File: config.mk
export PLATFORM = sky130hd
export DESIGN_NAME = evtmem_roll
export DESIGN_NICKNAME = d
export VERILOG_FILES = /design/src/rtl/evtmem_pkg.sv /design/src/rtl/evtmem_chan.sv /design/src/rtl/evtmem_ctrl.sv /design/src/rtl/evtmem_roll.sv
export SDC_FILE = /design/constraint.sdc
export NUM_CORES = 1
export LEC_CHECK = 0
export ABC_AREA = 1
export BUFFER_PORTS_ARGS = -buffer_cell sky130_fd_sc_hd__buf_2
export CAP_MARGIN = 40
export CORE_MARGIN = 4
export CORE_UTILIZATION = 45
export CTS_BUF_LIST = sky130_fd_sc_hd__clkbuf_4 sky130_fd_sc_hd__clkbuf_8
export CTS_CLUSTER_DIAMETER = 200
export CTS_CLUSTER_SIZE = 8
export DETAILED_ROUTE_END_ITERATION = 8
export GPL_TIMING_DRIVEN = 1
export PLACE_DENSITY = 0.68
export SYNTH_ARGS = -nofsm -noshare
export SYNTH_HDL_FRONTEND = slang
export SYNTH_SLANG_ARGS = --single-unit
File: constraint.sdc
create_clock -name clk -period 2.4 [get_ports clk]
set_clock_uncertainty 0.05 [all_clocks]
set_input_delay 0.12 -clock clk [delete_from_list [all_inputs] [get_ports clk]]
set_output_delay 0.12 -clock clk [all_outputs]
set_load 0.005 [all_outputs]
File: src/rtl/evtmem_pkg.sv
package evtmem_pkg;
    typedef enum logic [1:0] {
        ST_IDLE = 2'd0,
        ST_ACQ  = 2'd1,
        ST_HOLD = 2'd2,
        ST_READ = 2'd3
    } evt_state_t;
endpackage

File: src/rtl/evtmem_chan.sv
// One channel: ring write pointer and stored-event counter.
module evtmem_chan #(
    parameter int DEPTH = 8,
    parameter int PTR_W = 3,
    parameter int CNT_W = 4
) (
    input  logic             clk,
    input  logic             rst_n,
    input  logic             clear,
    input  logic             wr_en,
    input  logic             roll,
    input  logic             hit,
    output logic [PTR_W-1:0] wr_ptr,
    output logic [CNT_W-1:0] count,
    output logic             fill_now
);
    localparam logic [CNT_W-1:0] CNT_FULL = CNT_W'(DEPTH);
    localparam logic [CNT_W-1:0] CNT_KEEP = CNT_W'(DEPTH - 1);

    logic accept;

    assign accept   = wr_en && hit && (roll || (count < CNT_FULL));
    assign fill_now = accept && !roll && (count == CNT_KEEP);

    always_ff @(posedge clk) begin
        if (!rst_n || clear) begin
            wr_ptr <= '0;
            count  <= '0;
        end else if (accept) begin
            wr_ptr <= wr_ptr + PTR_W'(1);
            if (!roll || (count != CNT_KEEP)) begin
                count <= count + CNT_W'(1);
            end
        end
    end
endmodule

File: src/rtl/evtmem_ctrl.sv
// Acquisition / readback state machine and chip saturation flag.
module evtmem_ctrl
    import evtmem_pkg::*;
#(
    parameter int NUM_CH = 4,
    parameter int PTR_W  = 3,
    parameter int CNT_W  = 4,
    parameter int CH_W   = 2
) (
    input  logic                    clk,
    input  logic                    rst_n,
    input  logic                    acq_start,
    input  logic                    acq_stop,
    input  logic                    rd_req,
    input  logic                    fill_any,
    input  logic [NUM_CH*CNT_W-1:0] counts_flat,
    input  logic [NUM_CH*PTR_W-1:0] ptrs_flat,
    output logic                    clear,
    output logic                    wr_en,
    output logic                    chip_sat,
    output logic                    rd_busy,
    output logic                    rd_valid,
    output logic [CH_W-1:0]         rd_chan,
    output logic [PTR_W-1:0]        rd_cell
);
    localparam logic [CH_W-1:0] LAST_CH = CH_W'(NUM_CH - 1);

    evt_state_t       state_q, state_d;
    logic             sat_q;
    logic [CH_W-1:0]  sel_ch;
    logic [CNT_W-1:0] step;
    logic [CNT_W-1:0] cur_cnt;
    logic [PTR_W-1:0] cur_ptr;
    logic             beat;
    logic             scan_done;

    assign cur_cnt   = counts_flat[sel_ch*CNT_W +: CNT_W];
    assign cur_ptr   = ptrs_flat[sel_ch*PTR_W +: PTR_W];
    assign beat      = (state_q == ST_READ) && (step < cur_cnt);
    assign scan_done = (state_q == ST_READ) && !beat && (sel_ch == LAST_CH);

    // state register
    always_ff @(posedge clk) begin
        if (!rst_n) state_q <= ST_IDLE;
        else        state_q <= state_d;
    end

    // next-state transitions
    always_comb begin
        state_d = state_q;
        unique case (state_q)
            ST_IDLE: if (acq_start) state_d = ST_ACQ;
            ST_ACQ: begin
                if (acq_start)     state_d = ST_ACQ;
                else if (acq_stop) state_d = ST_HOLD;
            end
            ST_HOLD: begin
                if (acq_start)   state_d = ST_ACQ;
                else if (rd_req) state_d = ST_READ;
            end
            ST_READ: if (scan_done) state_d = ST_HOLD;
            default: state_d = ST_IDLE;
        endcase
    end

    // saturation flag and readback scan registers
    always_ff @(posedge clk) begin
        if (!rst_n) begin
            sat_q  <= 1'b0;
            sel_ch <= '0;
            step   <= '0;
        end else begin
            if (clear)         sat_q <= 1'b0;
            else if (fill_any) sat_q <= 1'b1;

            if (state_q == ST_HOLD && rd_req) begin
                sel_ch <= '0;
                step   <= '0;
            end else if (state_q == ST_READ) begin
                if (beat) begin
                    step <= step + CNT_W'(1);
                end else if (sel_ch != LAST_CH) begin
                    sel_ch <= sel_ch + CH_W'(1);
                    step   <= '0;
                end
            end
        end
    end

    // outputs
    always_comb begin
        clear    = acq_start && (state_q != ST_READ);
        wr_en    = (state_q == ST_ACQ) && !sat_q;
        chip_sat = sat_q;
        rd_busy  = (state_q == ST_READ);
        rd_valid = beat;
        rd_chan  = sel_ch;
        rd_cell  = cur_ptr - PTR_W'(1) - step[PTR_W-1:0];
    end
endmodule

File: src/rtl/evtmem_roll.sv
module evtmem_roll #(
    parameter  int NUM_CH = 4,
    parameter  int DEPTH  = 8,
    localparam int PTR_W  = $clog2(DEPTH),
    localparam int CNT_W  = $clog2(DEPTH + 1),
    localparam int CH_W   = (NUM_CH > 1) ? $clog2(NUM_CH) : 1
) (
    input  logic                    clk,
    input  logic                    rst_n,
    input  logic                    roll_mode,
    input  logic                    acq_start,
    input  logic                    acq_stop,
    input  logic [NUM_CH-1:0]       hit,
    input  logic                    rd_req,
    output logic [NUM_CH*PTR_W-1:0] wr_cell,
    output logic [NUM_CH*CNT_W-1:0] evt_count,
    output logic                    chip_sat,
    output logic                    rd_busy,
    output logic                    rd_valid,
    output logic [CH_W-1:0]         rd_chan,
    output logic [PTR_W-1:0]        rd_cell
);
    logic              clear;
    logic              wr_en;
    logic [NUM_CH-1:0] fill_vec;

    for (genvar c = 0; c < NUM_CH; c++) begin : g_chan
        evtmem_chan #(
            .DEPTH(DEPTH),
            .PTR_W(PTR_W),
            .CNT_W(CNT_W)
        ) u_chan (
            .clk      (clk),
            .rst_n    (rst_n),
            .clear    (clear),
            .wr_en    (wr_en),
            .roll     (roll_mode),
            .hit      (hit[c]),
            .wr_ptr   (wr_cell[c*PTR_W +: PTR_W]),
            .count    (evt_count[c*CNT_W +: CNT_W]),
            .fill_now (fill_vec[c])
        );
    end

    evtmem_ctrl #(
        .NUM_CH(NUM_CH),
        .PTR_W (PTR_W),
        .CNT_W (CNT_W),
        .CH_W  (CH_W)
    ) u_ctrl (
        .clk        (clk),
        .rst_n      (rst_n),
        .acq_start  (acq_start),
        .acq_stop   (acq_stop),
        .rd_req     (rd_req),
        .fill_any   (|fill_vec),
        .counts_flat(evt_count),
        .ptrs_flat  (wr_cell),
        .clear      (clear),
        .wr_en      (wr_en),
        .chip_sat   (chip_sat),
        .rd_busy    (rd_busy),
        .rd_valid   (rd_valid),
        .rd_chan    (rd_chan),
        .rd_cell    (rd_cell)
    );
endmodule

[Yosys cells after proc, flatten, opt, wreduce, memory -nomap -nowiden]
Cells that the tools add are included.
Cells by class
  $mul: 1
  $lt $le $gt $ge: 5
  shifts and indexed selects: 2
  reductions and logical operators: 47
  multiplexer cells: 9
  eq/ne operators: 18
  bitwise operators: 2
  add/sub/neg operators: 12
Operator list (number)
  logical AND 1 bit: 22
  adder 4 x 1 -> 4 bit, second input constant: 5
  equality test 4 x 3 -> 1 bit, second input constant: 4
  less-than comparator 4 bit, second input constant: 4
  inequality test 4 x 3 -> 1 bit, second input constant: 4
  indexed part select 16 x 5 -> 4 bit: 1
  adder 3 x 1 -> 3 bit, second input constant: 4
  two-way mux 2 bit: 6
  indexed part select 12 x 5 -> 3 bit: 1
  AND reduction 2 bit: 5
  logical OR 1 bit: 9
  two-way mux 4 bit: 2
  one-hot mux 2 bit (4 select lines): 1
  equality test 2 bit, second input constant: 3
  inequality test 2 bit, second input constant: 3
  inequality test 3 bit, second input constant: 2
  logical NOT 1 bit: 4
  less-than comparator 4 bit: 1
  multiplier 2 x 2 -> 4 bit, second input constant: 1
  AND reduction 4 bit: 1
  OR reduction 2 bit: 2
  OR reduction 4 bit: 1
  AND reduction 3 bit: 1
  subtractor 3 x 1 -> 3 bit, second input constant: 1
  other kinds (7): 8
Storage, ports and cells
  bits of input ports: 10
  flip-flop bits (word level): 37

[Longest topological paths before layout]
Gate-level depths: netlist (run 1).
  depth in word-level cells: 8
  gate-level depth with buffers: 13
  mapped depth without buffers: 13

[Hierarchy]
Synthesis (run 1) repeated with hierarchy kept, for this count alone.
Unflattened totals
  cell total of the unflattened synthesis: 353
  area, all modules: 2439.8 um^2
Modules (own cells, without submodules)
  evtmem_chan: cells an instance 56, area an instance 409.1 um^2, instances 4
  evtmem_ctrl: cells an instance 126, area an instance 792.0 um^2, instances 1
  evtmem_roll: cells an instance 3, area an instance 11.3 um^2, instances 1

[Worst setup path before layout (run 1)]
No wires, ideal clock.
  path kind: reg2reg
  start point: register u_ctrl.sel_ch[0], in the netlist u_ctrl.rd_chan[0]
  end point: register u_ctrl.step[2]
  arrival time: 2.120 ns
  cell stages (with the launch flop): 11
  required time: 2.279 ns
  clock period less this slack: 2.241 ns
  path buffers: 2
  setup slack: 0.159 ns
  library setup time: 0.071 ns
  cell sequence: dfxtp_1 clkbuf_1 clkbuf_1 o21ai_0 a21oi_1 ha_1 a21oi_1 nand3_4 inv_2 nand2_1 a21oi_1
On the way
  longest elaborated chain between the ends: 5
RTL lines
  start: declaration: line evtmem_ctrl.sv:30  | logic [CH_W-1:0] sel_ch;
  start signal: assignment: line evtmem_ctrl.sv:83  | sel_ch <= sel_ch + CH_W'(1);
  indexed part select 16 x 5 -> 4 bit (*): line evtmem_ctrl.sv:37  | assign cur_cnt = counts_flat[sel_ch*CNT_W +: CNT_W];
  less-than comparator 4 bit (*): line evtmem_ctrl.sv:39  | assign beat = (state_q == ST_READ) && (step < cur_cnt);
  logical AND 1 bit (*): line evtmem_ctrl.sv:39
  via rd_valid: line evtmem_roll.sv:19  | output logic rd_valid,
  nonzero test 2 bit (no line)
  AND reduction 2 bit (no line)
  end signal: assignment: line evtmem_ctrl.sv:81  | step <= step + CNT_W'(1);
  end: declaration: line evtmem_ctrl.sv:31  | logic [CNT_W-1:0] step;
The timed path passes the listed nets; every way through them passes the cells marked *.
A chain may end at the register's enable or synchronous reset.

[Worst setup path after layout (run 1)]
  start point: register u_ctrl.sel_ch[0], in the netlist u_ctrl.rd_chan[0]
  end point: output port rd_cell[2]
On the way
  longest elaborated chain between the ends: 4
RTL lines
  multiplier 2 x 2 -> 4 bit: line evtmem_ctrl.sv:38  | assign cur_ptr = ptrs_flat[sel_ch*PTR_W +: PTR_W];
  indexed part select 12 x 5 -> 3 bit: line evtmem_ctrl.sv:38
  subtractor 3 x 1 -> 3 bit: line evtmem_ctrl.sv:98  | rd_cell = cur_ptr - PTR_W'(1) - step[PTR_W-1:0];
  subtractor 3 bit: line evtmem_ctrl.sv:98
  end: declaration: line evtmem_roll.sv:21  | output logic [PTR_W-1:0] rd_cell
Every way passes these cells.

==> summary.txt, run 1 <==
Slew headroom: 0.674
Worst EP required: 2.23 ns
Clk pin slew, worst setup/hold paths: 0.08 ns
Met3 Wirelength: 261 um
clock share of power: 0.357
H-tree levels: 2
Die Width: 77.7 um
antenna viol nets, final: 0
Reg area: 742 um2
total power: 1.31 mW
placer congestion estimate: 0.845
clk root buf: clkbuf_8
max cap viols: 0
combinational share of power: 0.148
status: finished, final reports clean
Die Area: 0.00603 mm2
top-area cell type share of the netlist area: 0.339
clk sinks: 37
count leader, synth: nand2_1
post-synth top area cell: dfxtp_1
Arr. time, crit path: 2.09 ns
P_int: 0.936 mW
fmax: 0.442 GHz
multi-input logic area: 0.00124 mm2
Avg Synthesized Cell Area: 7.21 um2
ys async rst share: 0
insertion delay to the later sink of the worst-skew pair: 0.29 ns
P&R area growth vs syn: 18.9%
die span in y: 77.7 um
Setup CP Type: reg -> out
Synth Area in Adders: 0.0894
fin crit period: 2.26 ns
worst r2r dst: u_ctrl.step[2]$_SDFFE_PP0P_
Nets: 378
Top Ports: 46
GRT Util Overall: 0.174
part of the Yosys area used for sequential elements: 0.339
FILL cells: 458
power density cells: 506 mW/mm2
initial antenna violation count: 0
Worst-Margin Slew: 0.483 ns
post-synthesis cell type count: 28
area of the core: 0.00472 mm2
Leakage: 1.18 nW
mux cell area share after synthesis: 0
Rows: 25
Max VDD drop: 350 uV
WL/cell: 11.7 um
DR vias/cell: 4.89
hpwl dp: 3890 um
Reg2Reg Depth: 9
flop2flop setup slack: 0.45 ns
fin cells: 421
Top FF cell, synth: dfxtp_1
Metal-1 WL: 2370 um
synthesized net count: 328
Synth Cell Area: 0.00218 mm2
Fin. Hold Viols: 0
Max FO, Critical Path: 12
Total Wirelength: 4940 um
met2 wire length: 2250 um
Reg power frac: 0.494
post-synthesis xor/xnor area fraction: 0.0160
Max Used Layer: met4
initial DRC count: 104
#FFs+latches synth: 37
first-pass GRT wire length: 8480 um
synth cell count leaders: 39 x nand2_1, 37 x dfxtp_1, 37 x inv_1
final worst-path cycle share: 0.944
area fraction in compound gates after synthesis: 0.218
Worst setup EP type: output pin
YS warnings: 0
RR Startpoint: u_ctrl.rd_chan[0]$_SDFFE_PP0P_
largest family of logic cells by synthesized area: simple AND/OR/NAND/NOR gates
CP startpoint kind: register
Setup crit end: rd_cell[2]
DRC: 0
number of port buffers: 45
Post-synth EDFFs: 0
CTS tree: done
CTS max path bufs: 2
Pre-antenna DRT Iters: 4
via count: 2059
number of diodes: 0
Psw: 0.379 mW
Setup Buffers After CTS: 0
grt ovf: 0
CP Launch Point: u_ctrl.rd_chan[0]$_SDFFE_PP0P_
Final Setup Violations: 0
placed cells: 412
max-slew violation count: 0
TritonCTS Buffers: 5
simple-gate share of the synthesized area: 0.244
starting density of the core: 0.462
top post-synthesis cells by area: dfxtp_1 34%, ha_1 8.0%, o21ai_0 7.6%
vias in the first global route: 1839
Switching Fraction: 0.288
largest net degree at the start of global routing: 29
share of cells above drive strength 1: 0.243
worst hold path type: in -> reg
Cells after Synth: 303
==> worst max-delay path, stage by stage (launching register included) <==
cell,delay (ns)
dfxtp_1,0.35
buf_6,0.15
inv_2,0.08
o21ai_1,0.12
o22ai_1,0.09
ha_1,0.19
fa_1,0.37
xor2_1,0.16
xor2_1,0.17
buf_2,0.13
==> timing repair <==
item | 4_1_cts | 5_1_grt
resized for setup | 0 | 3
endpoints found under the setup margin | 0 | 2
hold endpoints to repair | 1 | 0
hold buffers | 1 | 0
==> state kept, by name, summed over array words and instances, names as in the netlist <==
| name | flops |
|---|---|
| g_chan.u_chan.count | 16 |
| g_chan.u_chan.wr_ptr | 12 |
| u_ctrl.step | 4 |
| u_ctrl.rd_chan | 2 |
| u_ctrl.state_q | 2 |
| u_ctrl.chip_sat | 1 |
==> metrics by stage <==
step	util	TNS, ns	hold WS (ns)	cell area [um2]	setup slack (ns)
CTS	0.549	0	0.0268	2590	0.0612
finish	0.550	0	0.0267	2600	0.135
detailed placement	0.526	0	0.281	2480	0.389
floorplan	-	0	0.159	2180	0.159
global route	0.550	-0.0141	0.0572	2600	-0.0141
global placement	0.526	0	0.277	2480	0.428
==> worst min-delay path by stage <==
stage | slack, ns | from | end | cells after the start
global placement | 0.28 | acq_start | u_ctrl.state_q[1]$_SDFFE_PN0P_ | 2
global route | 0.06 | rst_n | u_ctrl.state_q[1]$_SDFFE_PN0P_ | 3
detailed placement | 0.28 | acq_start | u_ctrl.state_q[1]$_SDFFE_PN0P_ | 2
floorplan | 0.16 | acq_start | u_ctrl.state_q[1]$_SDFFE_PN0P_ | 1
CTS | 0.03 | rst_n | u_ctrl.state_q[0]$_SDFFE_PN0P_ | 3
finish | 0.03 | rst_n | u_ctrl.state_q[0]$_SDFFE_PN0P_ | 3
==> cells in the final DEF (no fill, tap or decap), drive strengths merged, types with 2 or more instances in the layout <==
cell,instances
buf,47
nand2,46
inv,46
o21ai,45
nor2,39
dfxtp,37
a21oi,36
nand3,20
ha,14
clkbuf,6
xor2,4
clkinv,4
nor3,3
o22ai,2
nand4,2
==> power groups by stage <==
stage / combinational [mW] / sequential, mW / clock, mW
finish: 0.195 / 0.650 / 0.470
global route: 0.225 / 0.654 / 0.505
CTS: 0.197 / 0.650 / 0.477
detailed placement: 0.194 / 0.664 / 0
global placement: 0.192 / 0.664 / 0
floorplan: 0.137 / 0.661 / 0
==> cells by family after synthesis <==
| group | count (synthesis) |
|---|---|
| AOI/OAI and AO/OA | 84 |
| xor gates and xnor gates | 4 |
| adders and majority gates | 15 |
| buffers and inverters | 53 |
| and+or+nand+nor | 110 |
| DFF | 37 |
==> layer usage <==
layer | GRT usage | vias to the layer above
met5 | 0 | -
met1 | 0.235 | 905
li1 | - | 1102
met3 | 0.0371 | 6
met4 | 0.0534 | 0
met2 | 0.278 | 46
==> cell type report <==
type | count | area share
clock buffer | 6 | 0.0318
clock inverter | 2 | 0.00530
inverter | 48 | 0.0694
multi-input combinational | 213 | 0.478
sequential | 37 | 0.286
tap | 67 | 0.0323
timing repair buffer | 48 | 0.0978
Note: power is estimated with default switching activity, not from simulation.
==> run 2, diff against run 1 <==
Settings changed: SETUP_SLACK_MARGIN from default to 0.5.
==> run 2 against run 1 <==
  * Sequential share of layout area is 0.81 points lower
  * Critical path depth is 1 lower
  * Critical path type unchanged
  * Die area stayed put
  * Largest power group unchanged
  * Global-route usage is 0.069 points higher
  * Non-clock buffer count is 4 higher
  * Clock power is 4.9% lower
==> summary.txt, run 2 (synthesized netlist as in run 1, its figures left out) <==
status: finished, final reports clean
number of port buffers: 45
DRC: 0
Fin. Hold Viols: 0
initial antenna violation count: 0
Die Area: 0.00603 mm2
CTS max path bufs: 2
P&R area growth vs syn: 23.8%
Total Wirelength: 5090 um
RSZ-0062 raised after global routing: yes
clock share of power: 0.342
Hold Worst Slack: 0.0350 ns
Psw: 0.383 mW
Max FO, Critical Path: 7
commonest non-fill, non-tap cells in the layout: 44 x buf_2, 38 x nand2_1, 37 x inv_1
insertion delay to the later sink of the worst-skew pair: 0.29 ns
setup tns final: 0 ns
placed cells: 411
worst hold path type: in -> reg
FILL cells: 480
placer congestion estimate: 0.798
clk sinks: 37
antenna viol nets, final: 0
clk root buf: clkbuf_8
fin util: 0.572
commonest non-fill, non-tap cell in the layout: buf_2
area of the core: 0.00472 mm2
Top reg by flops: g_chan.u_chan.count
Pre-antenna DRT Iters: 4
grt ovf: 0
Worst setup EP type: output pin
share of cells above drive strength 1: 0.296
Worst-Margin Slew: 0.602 ns
RR Startpoint: u_ctrl.rd_chan[0]$_SDFFE_PP0P_
fin cells: 425
Nets: 382
Reg area: 751 um2
largest net degree at the start of global routing: 29
Final Setup Violations: 0
hpwl dp: 3930 um
WL/cell: 12.0 um
Setup crit end: rd_cell[2]
fin crit period: 2.14 ns
GRT Util Overall: 0.175
initial DRC count: 68
combinational share of power: 0.159
total power: 1.31 mW
max reg flops: 16
flop2flop setup slack: 0.52 ns
Leakage: 1.21 nW
P_int: 0.923 mW
via count: 2083
Hold Path Stages: 3
max cap viols: 0
H-tree levels: 2
Max VDD drop: 265 uV
Arr. time, crit path: 1.97 ns
starting density of the core: 0.462
largest registers: g_chan.u_chan.count: 16 flops, g_chan.u_chan.wr_ptr: 12 flops, u_ctrl.step: 4 flops
Reg2Reg Depth: 11
Switching Fraction: 0.293
power density cells: 483 mW/mm2
CP startpoint kind: register
Setup CP Type: reg -> out
die span in y: 77.7 um
Die Width: 77.7 um
Top Ports: 46
vias in the first global route: 1897
number of diodes: 0
Reg power frac: 0.498
DR vias/cell: 4.90
final worst-path cycle share: 0.890
Clk pin slew, worst setup/hold paths: 0.08 ns
CP Launch Point: u_ctrl.rd_chan[0]$_SDFFE_PP0P_
Rows: 25
worst r2r dst: u_ctrl.step[1]$_SDFFE_PP0P_
CTS tree: done
Worst EP required: 2.23 ns
first-pass GRT wire length: 8490 um
max-slew violation count: 0
Slew headroom: 0.594
fmax: 0.468 GHz
TritonCTS Buffers: 5
multi-input logic area: 0.00130 mm2
[run 2: cell types whose count changed in the layout (fill, tap and decap cells not counted), moves of 2 or more]
cell     change
o21ai_0      -5
o21ai_2      +2
a21oi_2      +4
dfxtp_4      +2
o21ai_1      +2
buf_4        +3
a21oi_1      -4
dfxtp_1      -3
[run 2: stage by stage]
stage	setup WS, ns	instance area [um2]
6_report	0.264	2700
5_1_grt	0.199	2700
4_1_cts	0.274	2670
3_5_place_dp	0.331	2480
3_3_place_gp	0.411	2480
2_1_floorplan	0.515	2210
[run 2: layout make-up]
type / instances / area share
clock buffers: 6 / 0.0282
clock inverters: 2 / 0.00370
inverters: 48 / 0.0676
multi-input cells: 213 / 0.480
flip-flops and latches: 37 / 0.278
well taps: 67 / 0.0310
repair buffers: 52 / 0.112
[run 2: repair_timing]
item                                   4_1_cts  5_1_grt
setup buffers                                5        0
hold buffers                                 1        0
endpoints found under the hold margin        1        0
setup endpoints to repair                   10       10
pin swaps                                    7        0
resized for setup                           15       11
[run 2: per-layer routing]
layer	up-vias	routed length [um]	share of wire	track usage
met5	-	0	0	0
met4	0	100	0.020	0.0658
met3	11	294	0.058	0.0464
met2	45	2230	0.44	0.280
met1	924	2460	0.48	0.225
li1	1103	-	-	-
[run 2: worst max-delay path, stage by stage, from the launching register on]
cell     delay [ns]
dfxtp_4        0.37
buf_12         0.13
o21ai_4        0.12
o22ai_2        0.09
ha_2           0.18
fa_2           0.34
xor2_2         0.15
xor2_1         0.16
buf_2          0.12
[run 2: worst min-delay path by stage]
stage	startpoint	endpoint	slack, ns
2_1_floorplan	acq_start	u_ctrl.state_q[1]$_SDFFE_PN0P_	0.16
3_3_place_gp	acq_start	u_ctrl.state_q[1]$_SDFFE_PN0P_	0.28
3_5_place_dp	acq_start	u_ctrl.state_q[1]$_SDFFE_PN0P_	0.28
4_1_cts	rst_n	u_ctrl.state_q[0]$_SDFFE_PN0P_	0.02
5_1_grt	rst_n	u_ctrl.state_q[0]$_SDFFE_PN0P_	0.03
6_report	rst_n	u_ctrl.state_q[0]$_SDFFE_PN0P_	0.04
[run 2: power by group through the flow]
stage                     combinational, mW  sequential, mW  clock (mW)
after floorplan                       0.140           0.661           0
after global placement                0.187           0.667           0
after detailed placement              0.189           0.667           0
after CTS                             0.205           0.651       0.451
after global routing                  0.235           0.654       0.481
final                                 0.208           0.651       0.447
